## config.mk

```make
export PLATFORM = sky130hd
export DESIGN_NAME = pwm_trio_timer
export DESIGN_NICKNAME = d
export VERILOG_FILES = /design/src/rtl/pwm_trio_pkg.sv /design/src/rtl/pwm_period_ch.sv /design/src/rtl/pwm_duty_ch.sv /design/src/rtl/pwm_trio_timer.sv
export SDC_FILE = /design/constraint.sdc
export NUM_CORES = 1
export LEC_CHECK = 0
export ABC_AREA = 1
export BUFFER_PORTS_ARGS = -buffer_cell sky130_fd_sc_hd__buf_2
export CAP_MARGIN = 20
export CORE_UTILIZATION = 55
export DETAILED_ROUTE_END_ITERATION = 6
export GPL_TIMING_DRIVEN = 0
export PLACE_DENSITY = 0.77
export SETUP_SLACK_MARGIN = 0.4
export SLEW_MARGIN = 20
export SYNTH_ARGS = -nofsm -noshare
export SYNTH_HDL_FRONTEND = slang
export SYNTH_SLANG_ARGS = --single-unit
```

## constraint.sdc

```tcl
create_clock -name clk -period 10.22 [get_ports clk]
set_input_delay 1.533 -clock clk [delete_from_list [all_inputs] [get_ports clk]]
set_output_delay 1.533 -clock clk [all_outputs]
set_load 0.01 [all_outputs]
```

## src/rtl/pwm_trio_pkg.sv

```systemverilog
package pwm_trio_pkg;
  localparam int unsigned CNT_W_DEF = 16;
  localparam int unsigned N_PWM_DEF = 2;
endpackage

```

## src/rtl/pwm_period_ch.sv

```systemverilog
module pwm_period_ch #(
  parameter int unsigned CW = pwm_trio_pkg::CNT_W_DEF
) (
  input  logic          clk,
  input  logic          rst_n,
  input  logic          cnt_en,
  input  logic          start,
  input  logic          stop,
  input  logic          wr,
  input  logic [CW-1:0] wr_data,
  output logic [CW-1:0] cnt,
  output logic          run,
  output logic          tick
);
  localparam logic [CW-1:0] ONE = {{(CW-1){1'b0}}, 1'b1};

  logic [CW-1:0] data_q, data_d, cnt_q, cnt_d;
  logic          run_q, run_d, tick_c;

  always_comb begin
    data_d = wr ? wr_data : data_q;
    cnt_d  = cnt_q;
    run_d  = run_q;
    tick_c = 1'b0;
    if (start) begin
      run_d = 1'b1;
      cnt_d = data_q;
    end else if (stop) begin
      run_d = 1'b0;
    end else if (run_q && cnt_en) begin
      if (cnt_q == '0) begin
        tick_c = 1'b1;
        cnt_d  = data_q;
      end else begin
        cnt_d = cnt_q - ONE;
      end
    end
  end

  always_ff @(posedge clk or negedge rst_n) begin
    if (!rst_n) begin
      data_q <= '0;
      cnt_q  <= '0;
      run_q  <= 1'b0;
    end else begin
      data_q <= data_d;
      cnt_q  <= cnt_d;
      run_q  <= run_d;
    end
  end

  assign cnt  = cnt_q;
  assign run  = run_q;
  assign tick = tick_c;

  assert_start_R2: assert property (@(posedge clk) disable iff (!rst_n)
    start |=> (run_q && cnt_q == $past(data_q)));
  assert_reload_R3: assert property (@(posedge clk) disable iff (!rst_n)
    tick |=> (cnt_q == $past(data_q)));
  assert_decr_R3: assert property (@(posedge clk) disable iff (!rst_n)
    (run_q && cnt_en && !start && !stop && cnt_q != '0) |=> (cnt_q == $past(cnt_q) - ONE));
  assert_hold_R7: assert property (@(posedge clk) disable iff (!rst_n)
    (!run_q && !start) |=> ($stable(cnt_q) && !run_q));
endmodule

```

## src/rtl/pwm_duty_ch.sv

```systemverilog
module pwm_duty_ch #(
  parameter int unsigned CW = pwm_trio_pkg::CNT_W_DEF
) (
  input  logic          clk,
  input  logic          rst_n,
  input  logic          cnt_en,
  input  logic          trig,
  input  logic          start,
  input  logic          stop,
  input  logic          wr,
  input  logic [CW-1:0] wr_data,
  output logic [CW-1:0] cnt,
  output logic          run,
  output logic          level
);
  localparam logic [CW-1:0] ONE = {{(CW-1){1'b0}}, 1'b1};

  logic [CW-1:0] data_q, data_d, cnt_q, cnt_d;
  logic          run_q, run_d, act_q, act_d, pend_q, pend_d, out_q, out_d;

  always_comb begin
    data_d = wr ? wr_data : data_q;
    cnt_d  = cnt_q;
    run_d  = run_q;
    act_d  = act_q;
    pend_d = pend_q;
    out_d  = out_q;
    if (start) begin
      run_d  = 1'b1;
      act_d  = 1'b0;
      pend_d = 1'b0;
    end else if (stop) begin
      run_d  = 1'b0;
      act_d  = 1'b0;
      pend_d = 1'b0;
    end else if (run_q) begin
      if (trig) begin
        cnt_d  = data_q;
        act_d  = 1'b1;
        pend_d = 1'b1;
      end else if (cnt_en && act_q) begin
        pend_d = 1'b0;
        if (cnt_q == '0) begin
          out_d = 1'b0;
          act_d = 1'b0;
        end else begin
          cnt_d = cnt_q - ONE;
          if (pend_q) out_d = 1'b1;
        end
      end
    end
  end

  always_ff @(posedge clk or negedge rst_n) begin
    if (!rst_n) begin
      data_q <= '0;
      cnt_q  <= '0;
      run_q  <= 1'b0;
      act_q  <= 1'b0;
      pend_q <= 1'b0;
      out_q  <= 1'b0;
    end else begin
      data_q <= data_d;
      cnt_q  <= cnt_d;
      run_q  <= run_d;
      act_q  <= act_d;
      pend_q <= pend_d;
      out_q  <= out_d;
    end
  end

  assign cnt   = cnt_q;
  assign run   = run_q;
  assign level = out_q;

  assert_load_R4: assert property (@(posedge clk) disable iff (!rst_n)
    (trig && run_q && !start && !stop) |=> (cnt_q == $past(data_q)));
  assert_rise_R5: assert property (@(posedge clk) disable iff (!rst_n)
    (pend_q && run_q && cnt_en && !trig && !start && !stop && cnt_q != '0) |=> out_q);
  assert_fall_R6: assert property (@(posedge clk) disable iff (!rst_n)
    (act_q && run_q && cnt_en && !trig && !start && !stop && cnt_q == '0) |=> (!out_q && cnt_q == '0));
  assert_hold_R7: assert property (@(posedge clk) disable iff (!rst_n)
    (stop && !start) |=> (!run_q && $stable(out_q) && $stable(cnt_q)));
endmodule

```

## src/rtl/pwm_trio_timer.sv

```systemverilog
module pwm_trio_timer #(
  parameter int unsigned CW    = pwm_trio_pkg::CNT_W_DEF,
  parameter int unsigned N_PWM = pwm_trio_pkg::N_PWM_DEF
) (
  input  logic                    clk,
  input  logic                    rst_n,
  input  logic                    cnt_en,
  input  logic [N_PWM:0]          start_i,
  input  logic [N_PWM:0]          stop_i,
  input  logic [N_PWM:0]          wr_en,
  input  logic [CW-1:0]           wr_data,
  input  logic [N_PWM-1:0]        oe_i,
  input  logic [N_PWM-1:0]        lvl_i,
  output logic [(N_PWM+1)*CW-1:0] cnt_o,
  output logic [N_PWM:0]          run_o,
  output logic                    tick_o,
  output logic [N_PWM-1:0]        pwm_o
);
  logic rst_meta, rst_sync_n;
  logic tick;
  logic [N_PWM-1:0] level;

  always_ff @(posedge clk or negedge rst_n) begin
    if (!rst_n) begin
      rst_meta   <= 1'b0;
      rst_sync_n <= 1'b0;
    end else begin
      rst_meta   <= 1'b1;
      rst_sync_n <= rst_meta;
    end
  end

  pwm_period_ch #(.CW(CW)) u_period (
    .clk(clk), .rst_n(rst_sync_n), .cnt_en(cnt_en),
    .start(start_i[0]), .stop(stop_i[0]), .wr(wr_en[0]), .wr_data(wr_data),
    .cnt(cnt_o[CW-1:0]), .run(run_o[0]), .tick(tick)
  );

  for (genvar k = 1; k <= N_PWM; k++) begin : g_duty
    pwm_duty_ch #(.CW(CW)) u_duty (
      .clk(clk), .rst_n(rst_sync_n), .cnt_en(cnt_en), .trig(tick),
      .start(start_i[k]), .stop(stop_i[k]), .wr(wr_en[k]), .wr_data(wr_data),
      .cnt(cnt_o[k*CW +: CW]), .run(run_o[k]), .level(level[k-1])
    );
    assign pwm_o[k-1] = oe_i[k-1] ? level[k-1] : lvl_i[k-1];
  end

  assign tick_o = tick;

  assert_pin_R8: assert property (@(posedge clk) disable iff (!rst_sync_n)
    (oe_i == '0) |-> (pwm_o == lvl_i));
endmodule

```

==> results.md, run 1 <==
* Status: complete, no violations
* Main synth FF type: dfrtp_1
* Worst slew pin tran at 579 ps
* Routed Antenna Nets at 0
* Min-delay worst type: reg -> async
* Reg2Reg Launch Point: g_duty[1].u_duty.cnt[0]$_DFFE_PN0P_
* Starting density of the core at 0.575
* Setup ws final at 5810 ps
* Ports at 86
* Tmin final at 4410 ps
* Worst skew pair latency at 380 ps
* Worst Path Max Fanout at 10
* DIE AREA at 0.0114 mm2
* Vias at 5,613
* CP arrival at 2880 ps
* Met3 usage at 0.0419
* Ys Warns at 0
* DRC Markers at 0
* Leak at 3.92 nW
* Cts hold-fix bufs at 0
* Worst vdd ir at 0.104 mV
* Ant diodes at 0
* Async S/R FF share, synth at 1.00
* Routability cong. at 0.954
* Largest family of logic cells by synthesized area: simple AND/OR/NAND/NOR gates
* Die Height at 107 um
* Post-CTS setup buffer count at 0
* Max_cap viols at 0
* Final Net Count at 965
* Commonest non-fill, non-tap cell in the layout: nand2_1
* Fin. max-slew vios at 0
* Initial antenna violation count at 0
* Core Rows at 37
* Fin area at 0.00690 mm2
* Vias per inst at 5.25
* Synth top area share at 0.443
* Port bufs at 82
* Core ar. at 0.0105 mm2
* Met1 Use GR at 0.375
* Final hold vios at 0
* Average size of a mapped cell at 7.25 um2
* Chip width at 107 um
* Multi-input logic area at 0.00279 mm2
* Synth cell types at 37
* M2 GR Usage at 0.474
* Dpl hpwl at 11,800 um
* Number of synthesized flops with an enable pin at 0
* Compound-Gate Fraction of Synth Area at 0.0693
* Top post-synthesis cells by area: dfrtp_1, nand2_1, nand3_1, inv_1, o21ai_0
* Mapped Nets at 870
* Setup WS pre-CTS at 5790 ps
* Clock transition at the registers of the reported paths at 100 ps
* Worst Skew at 17.6 ps
* Most frequent cells in the layout: nand2_1, dfrtp_1, inv_1, buf_2, nand3_1
* XOR/XNOR Fraction of Synth Area at 0.0188
* Sequential fraction of the synthesis area at 0.443
* Synth area leader: dfrtp_1
* First-pass GRT wire length at 25,500 um
* Mapped Area at 0.00605 mm2
* Num CTS Buffers at 9
* Fillers at 947
* CP Launch Point: start_i[0]
* Initial DRC count at 345
* PwrDens at 131 mW/mm2
* Max clock buf depth at 2
* Number of global-route vias before repair at 5,235
* Simple logic cell fraction of the synthesized area at 0.351
* Tot GR Track Use at 0.285
* Synth Area in Adders at 0.00828
* RSZ-0062 raised after global routing: false
* GRT busiest layer: met2
* Fraction of synthesized area in multiplexers at 0.0130
* Largest net degree at the start of global routing at 55
* Relative slew slack at 0.613
* Avg WL per Cell at 14.3 um
* Max Clk Rate at 0.227 GHz
* Total grt overflow at 0
* H-tree depth at 3
* Yosys reg bits at 107
* Synthesized instance count at 834
* Layout cells sized above 1 at 0.162
* WP data required at 8690 ps
* Crit path kind: in -> out
* Cts repair resizes at 0
* Post-route clock period utilization at 0.432
* CTS tree: done
* CP Launch Type: input port
* Placed inst area at 0.00668 mm2
* Area Overhead vs Synth at 14.2%
* Root buffer cell: clkbuf_8
* Reg area at 0.00268 mm2
* CP Capture Type: output pin
* Drt first pass iters at 5
* Endpoints failing setup at 0
* Setup TNS at 0 ps
* Total Wirelength at 15,300 um
* TritonCTS Sinks at 107
[area by class of cell]
type                    instances  area share
clock inverters                 5      0.0123
inverters                      99      0.0545
multi-input cells             598       0.403
repair buffers                 84      0.0663
well taps                     136      0.0246
clock buffers                  11      0.0205
flip-flops and latches        107       0.388
plain buffers                  30      0.0299
[cell families after synthesis]
logic type,Yosys count
flip-flops,107
other,1
AO/OA/AOI/OAI,77
XOR/XNOR,13
adder cells (fa/ha/maj),4
buffers and inverters,129
multiplexers,7
AND/OR/NAND/NOR,496
[metrics by stage]
step | power, W | utilization | hold slack, ps | instances
floorplan | 0.000569 | - | 331 | 834
global placement | 0.000614 | 0.631 | 335 | 1052
detailed placement | 0.000620 | 0.635 | 196 | 1054
CTS | 0.000913 | 0.657 | 206 | 1070
global route | 0.000950 | 0.657 | 223 | 1070
finish | 0.000908 | 0.657 | 197 | 1070
[Yosys cell counts, types with 2 or more instances]
master / count
nand4_1: 23
clkbuf_1: 11
a21oi_1: 11
buf_4: 7
inv_1: 95
nand2_2: 2
nor2_1: 68
buf_2: 4
o21ai_2: 6
xnor2_1: 6
ha_1: 4
xor2_1: 7
buf_6: 7
nand3_1: 73
nand3b_1: 5
or2_2: 3
mux2_2: 7
o21ai_1: 5
nor3_1: 3
inv_4: 2
dfrtp_1: 107
nor2_2: 5
nand2_1: 306
o21ai_0: 54
[critical path: stages]
cell and delay, ps:
buf_2 130, inv_2 80, nand2_1 50, nor2_1 150, buf_4 240, nand4_4 220, inv_1 280, buf_2 180
[routing by layer]
layer / share of wire / vias up / routed length (um)
met2: 0.47 / 176 / 7240
met5: 0 / - / 0
met4: 0.030 / 0 / 466
li1: - / 2807 / -
met3: 0.053 / 34 / 810
met1: 0.44 / 2596 / 6800
[path summary, 6_finish.rpt]
| kind | end | slack [ps] | depth (start not counted) |
|---|---|---|---|
| setup / recovery | tick_o | 5810 | 8 |
| hold / removal | u_period.run$_DFFE_PN0P_ | 200 | 0 |
| setup reg to reg | g_duty[1].u_duty.cnt[15]$_DFFE_PN0P_ | 8160 | 11 |
| hold reg to reg | u_period.run$_DFFE_PN0P_ | 200 | 0 |
| max in group asynchronous | rst_sync_n$_DFF_PN0_ | 9190 | 1 |
| min in group clk | rst_sync_n$_DFF_PN0_ | 360 | 0 |
[power breakdown]
group	leakage (nW)	switching (W)	internal [W]
logic	2.46	0.0000876	0.0000489
clock network	0.110	0.000149	0.000146
registers	1.35	0.0000231	0.000452
[flip-flops by register name, summed over array words and instances (netlist names)]
name,count
g_duty.u_duty.act_q,2
g_duty.u_duty.cnt,32
g_duty.u_duty.data_q,32
g_duty.u_duty.level,2
g_duty.u_duty.pend_q,2
g_duty.u_duty.run,2
rst_meta,1
rst_sync_n,1
u_period.cnt,16
u_period.data_q,16
u_period.run,1
Note: power is estimated with default switching activity, not from simulation.
==> run 2, diff against run 1 <==
Settings changed: CORE_UTILIZATION 55 to 52, PLACE_DENSITY 0.77 to 0.76.
Clock period 10.22 ns to 3.5 ns, I/O delays scaled along.
==> results.md, run 2 (synthesis gave the netlist of run 1 again) <==
* Pint at 0.00208 W (+220%)
* Dpl hpwl at 11,500 um (-2.0%)
* H-tree depth at 3 (unchanged)
* Worst vdd ir at 0.220 mV (+110%)
* Routed Antenna Nets at 0 (unchanged)
* Routability cong. at 0.926 (-2.9%)
* Tot GR Track Use at 0.272 (-0.0129)
* Comb pwr share at 0.138 (-0.012)
* Fin area at 0.00700 mm2 (+1.3%)
* Total grt overflow at 0 (unchanged)
* Min-delay worst type: reg -> async
* CP peak stage delay at 430 ps (+150 ps)
* CTS tree: done
* Psw at 0.000772 W (+200%)
* Tmin final at 2610 ps
* Post-route clock period utilization at 0.745
* Largest net degree at the start of global routing at 45 (-18%)
* Area Overhead vs Synth at 15.7%
* Max clock buf depth at 2 (unchanged)
* Power consumption at 0.00285 W (+210%)
* CP max-delay cell: dfrtp_1
* Vias per inst at 5.15 (-1.8%)
* Worst-path cell chain: inv_1 > ha_1 > nand2_1 > nor2_1 > nand4_4 > inv_1 > buf_2
* RR Endpoint: g_duty[1].u_duty.cnt[15]$_DFFE_PN0P_
* CP arrival at 2080 ps (-800 ps)
* Worst Skew at 6.54 ps (-11.1 ps)
* RSZ-0062 raised after global routing: false
* Ports at 86 (unchanged)
* Max_cap viols at 0 (unchanged)
* Total Wirelength at 15,300 um (about the same)
* Relative slew slack at 0.610 (-0.00282)
* WP data required at 2970 ps (-5720 ps)
* Clock transition at the registers of the reported paths at 70 ps (-30 ps)
* Worst Path Max Fanout at 9 (-1)
* DRC Markers at 0 (unchanged)
* R2r setup slk at 1380 ps (-6780 ps)
* Largest delay share family, worst path: buffers and inverters
* Chip width at 110 um (+2.8%)
* Die Height at 110 um (+2.8%)
* Final hold vios at 0 (unchanged)
* Clock power frac at 0.374 (+0.048)
* CP Capture Type: output pin
* Fin. max-slew vios at 0 (unchanged)
* Ant diodes at 0 (unchanged)
* PwrDens at 408 mW/mm2 (+210%)
* Setup TNS at 0 ps (unchanged)
* Most frequent cells in the layout: nand2_1, dfrtp_1, inv_1, buf_2, nand3_1
* CP Launch Type: register
* Sw Share at 0.271 (-0.0159)
* Layout cells sized above 1 at 0.159 (-0.00231)
* Drt first pass iters at 5 (unchanged)
* Worst Path Buf+Inv at 3 (-2)
* Starting density of the core at 0.532 (-0.0436)
* Commonest non-fill, non-tap cell in the layout: nand2_1
* Status: complete, no violations
* Number of global-route vias before repair at 5,017 (-4.2%)
* Vias at 5,553 (-1.1%)
* Max Clk Rate at 0.384 GHz
* Reg2Reg Launch Point: g_duty[1].u_duty.cnt[0]$_DFFE_PN0P_
* Crit path kind: reg -> out
* Root buffer cell: clkbuf_16
* Final Net Count at 966 (+0.10%)
* R2r worst-path depth at 10 (-1)
* Placed inst area at 0.00668 mm2 (about the same)
* Avg WL per Cell at 14.2 um (-0.76%)
* Leak at 3.96 nW (+1.0%)
* Port bufs at 82 (unchanged)
* First-pass GRT wire length at 24,800 um (-2.7%)
* Worst slew pin tran at 583 ps (+4.21 ps)
* Initial antenna violation count at 0 (unchanged)
* TritonCTS Sinks at 107 (unchanged)
* Reg power frac at 0.488 (-0.036)
* Most frequent CP cell: inv_1
* Worst skew pair latency at 350 ps (-30 ps)
* Core Rows at 39 (+5.4%)
* Num CTS Buffers at 9 (unchanged)
* Cts repair resizes at 0 (unchanged)
* Initial DRC count at 371 (+7.5%)
* Endpoints failing setup at 0 (unchanged)
* DIE AREA at 0.0121 mm2 (+5.7%)
* Core ar. at 0.0114 mm2 (+8.2%)
## run 2: how the worst max path moves through the flow
| stage | cells past startpoint | to | start |
|---|---|---|---|
| 5_1_grt | 7 | tick_o | u_period.cnt[0]$_DFFE_PN0P_ |
| 4_1_cts | 7 | tick_o | u_period.cnt[0]$_DFFE_PN0P_ |
| 6_report | 7 | tick_o | u_period.cnt[0]$_DFFE_PN0P_ |
| 3_5_place_dp | 8 | tick_o | start_i[0] |
| 3_3_place_gp | 0 | g_duty[2].u_duty.cnt[11]$_DFFE_PN0P_ | rst_sync_n$_DFF_PN0_ |
| 2_1_floorplan | 6 | tick_o | start_i[0] |
## run 2: final cells by class
cell class              count  area [um2]
inverters                  99         377
fillers                  1051        4370
repair buffers             85         460
clock buffers              15         278
clock inverters             1        30.0
multi-input cells         598        2790
well taps                 143         179
flip-flops and latches    107        2680
plain buffers              30         206
## run 2: per-stage QoR
step	cells	utilization	worst slack, ps	hold slack [ps]
6_report	1078	0.615	893	250
5_1_grt	1078	0.615	681	291
4_1_cts	1078	0.615	853	270
3_5_place_dp	1061	0.587	1100	267
3_3_place_gp	1059	0.584	1090	310
2_1_floorplan	834	-	1670	229
## run 2: per-layer routing
metal  part of all wire  global-route usage  routed length, um  vias up
li1                   -                   -                  -     2823
met1               0.45               0.361               6950     2528
met2               0.47               0.445               7130      172
met3              0.050              0.0338                764       30
met4              0.030               0.122                467        0
met5                  0                   0                  0        -
## run 2: power groups by stage
stage,Clock [W],Combinational [W],Sequential (W)
2_1_floorplan,0,0.000234,0.00143
4_1_cts,0.00107,0.000396,0.00139
6_report,0.00107,0.000394,0.00139
3_5_place_dp,0,0.000393,0.00142
3_3_place_gp,0,0.000362,0.00143
5_1_grt,0.00111,0.000449,0.00141
## run 2: timing repair
item / CTS / global route
hold buffers: 1 / 0
endpoints found under the hold margin: 2 / 0
buffers inserted: 0 / 0
==> run 3, diff against run 2 <==
Settings changed: CORE_UTILIZATION 52 to 55, PLACE_DENSITY 0.76 to 0.77.
Clock period 3.5 ns to 2.55 ns, I/O delays scaled along.
==> results.md, run 3 (synthesis gave the netlist of run 1 again) <==
* Num CTS Buffers at 9 (unchanged)
* Ant diodes at 0 (unchanged)
* Tot GR Track Use at 0.286 (+0.0136)
* Crit path kind: reg -> out
* CP peak stage delay at 450 ps (+20 ps)
* M2 GR Usage at 0.461 (+0.0166)
* Tmin final at 2050 ps
* Post-Layout Cell Count at 1,074 (-0.37%)
* Dpl hpwl at 11,900 um (+3.5%)
* Worst Path Buf+Inv at 3 (unchanged)
* Initial DRC count at 311 (-16%)
* CP Launch Type: register
* H-tree depth at 3 (unchanged)
* Most frequent cells in the layout: nand2_1, dfrtp_1, inv_1, buf_2, nand3_1
* DIE AREA at 0.0114 mm2 (-5.4%)
* Max clock buf depth at 2 (unchanged)
* Core Rows at 37 (-5.1%)
* Avg WL per Cell at 14.4 um (+1.2%)
* Max_cap viols at 0 (unchanged)
* Setup WS pre-CTS at 407 ps (-689 ps)
* Die Height at 107 um (-2.7%)
* Max Clk Rate at 0.488 GHz
* Leak at 3.91 nW (-1.2%)
* Ports at 86 (unchanged)
* Min-delay worst type: reg -> async
* RSZ-0062 raised after global routing: false
* Worst-path cell chain: inv_2 > ha_2 > nand2_1 > nor2_4 > nand4_4 > clkinvlp_4 > buf_2
* CTS tree: done
* PwrDens at 511 mW/mm2 (+25%)
* Fin util at 0.660 (+0.0447)
* Routed Antenna Nets at 0 (unchanged)
* Setup TNS at 0 ps (unchanged)
* DRC Markers at 0 (unchanged)
* Worst Setup EP: tick_o
* Met3 usage at 0.0578 (+0.0240)
* Clock transition at the registers of the reported paths at 100 ps (+30 ps)
* Endpoints failing setup at 0 (unchanged)
* Fin. max-slew vios at 0 (unchanged)
* Status: complete, no violations
* Commonest non-fill, non-tap cell in the layout: nand2_1
* R2r worst-path depth at 9 (-1)
* CP Capture Type: output pin
* Routability cong. at 0.947 (+2.3%)
* Total grt overflow at 0 (unchanged)
* Largest delay share family, worst path: flip-flops
* Area Overhead vs Synth at 14.7%
* Root buffer cell: clkbuf_8
* Placed Cells incl. Taps at 1,054 (-0.66%)
* Setup ws final at 503 ps (-391 ps)
* Starting density of the core at 0.575 (+0.0436)
* Initial antenna violation count at 0 (unchanged)
* Worst skew pair latency at 370 ps (+20 ps)
* CP Launch Point: u_period.cnt[0]$_DFFE_PN0P_
* Relative slew slack at 0.637 (+0.0269)
* First-pass GRT wire length at 25,300 um (+1.9%)
* TritonCTS Sinks at 107 (unchanged)
* Port bufs at 82 (unchanged)
* Post-route clock period utilization at 0.803
* R2r setup slk at 560 ps (-820 ps)
* Drt first pass iters at 5 (unchanged)
* RR Endpoint: g_duty[2].u_duty.cnt[8]$_DFFE_PN0P_
* Worst Skew at 13.2 ps (+6.68 ps)
* Vias at 5,641 (+1.6%)
* WP data required at 2170 ps (-800 ps)
* Chip width at 107 um (-2.7%)
* Worst Path Max Fanout at 4 (-5)
* GRT busiest layer: met2
* Core ar. at 0.0105 mm2 (-7.6%)
* Worst slew pin tran at 543 ps (-40.3 ps)
* Reg2Reg Launch Point: u_period.cnt[0]$_DFFE_PN0P_
* Total Wirelength at 15,400 um (+0.78%)
* Number of global-route vias before repair at 5,166 (+3.0%)
* CP max-delay cell: dfrtp_2
* Vias per inst at 5.25 (+2.0%)
* Largest net degree at the start of global routing at 53 (+18%)
* Final Net Count at 969 (+0.31%)
* Layout cells sized above 1 at 0.171 (+0.0112)
* CP Depth at 7 (unchanged)
* CP arrival at 1660 ps (-420 ps)
* Final hold vios at 0 (unchanged)
* Met1 Use GR at 0.374 (+0.0127)
* Worst vdd ir at 0.394 mV (+79%)
==> run 3: worst min-delay path by stage <==
stage,start,to,cells after the start
floorplan,rst_n,rst_meta$_DFF_PN0_,0
global placement,rst_n,rst_meta$_DFF_PN0_,1
detailed placement,rst_n,rst_meta$_DFF_PN0_,1
CTS,rst_sync_n$_DFF_PN0_,u_period.run$_DFFE_PN0P_,0
global route,rst_sync_n$_DFF_PN0_,u_period.cnt[10]$_DFFE_PN0P_,0
finish,rst_sync_n$_DFF_PN0_,u_period.run$_DFFE_PN0P_,0
==> run 3: stage by stage <==
stage	hold WS, ps	total power, W	cell area (um2)
final	194	0.00354	6940
after global routing	219	0.00371	6940
after floorplan	86.9	0.00228	6050
after global placement	169	0.00246	6630
after detailed placement	170	0.00248	6680
after CTS	202	0.00355	6920
==> run 3: report_power, final <==
group	internal (W)	switching (W)	total, W
logic	0.000201	0.000356	0.000558
registers	0.00181	0.0000926	0.00191
clock network	0.000485	0.000591	0.00108
total	0.00250	0.00104	0.00354
==> run 3: layout make-up <==
type / instances / area, um2
fillers: 975 / 3570
multi-input cells: 598 / 2800
flip-flops and latches: 107 / 2680
repair buffers: 88 / 490
inverters: 99 / 380
plain buffers: 30 / 206
well taps: 136 / 170
clock buffers: 11 / 141
clock inverters: 5 / 62.6
==> run 3: repair_timing <==
action / 4_1_cts / 5_1_grt
buffers inserted: 2 / 1
endpoints found under the hold margin: 2 / 0
endpoints found under the setup margin: 1 / 12
hold buffers: 1 / 0
pin swaps: 1 / 2
resized for setup: 4 / 4
==> run 3: per-layer routing <==
layer / vias up / wire, um
met5: - / 0
met4: 0 / 654
met3: 47 / 932
met2: 183 / 7090
met1: 2587 / 6760
li1: 2824 / -
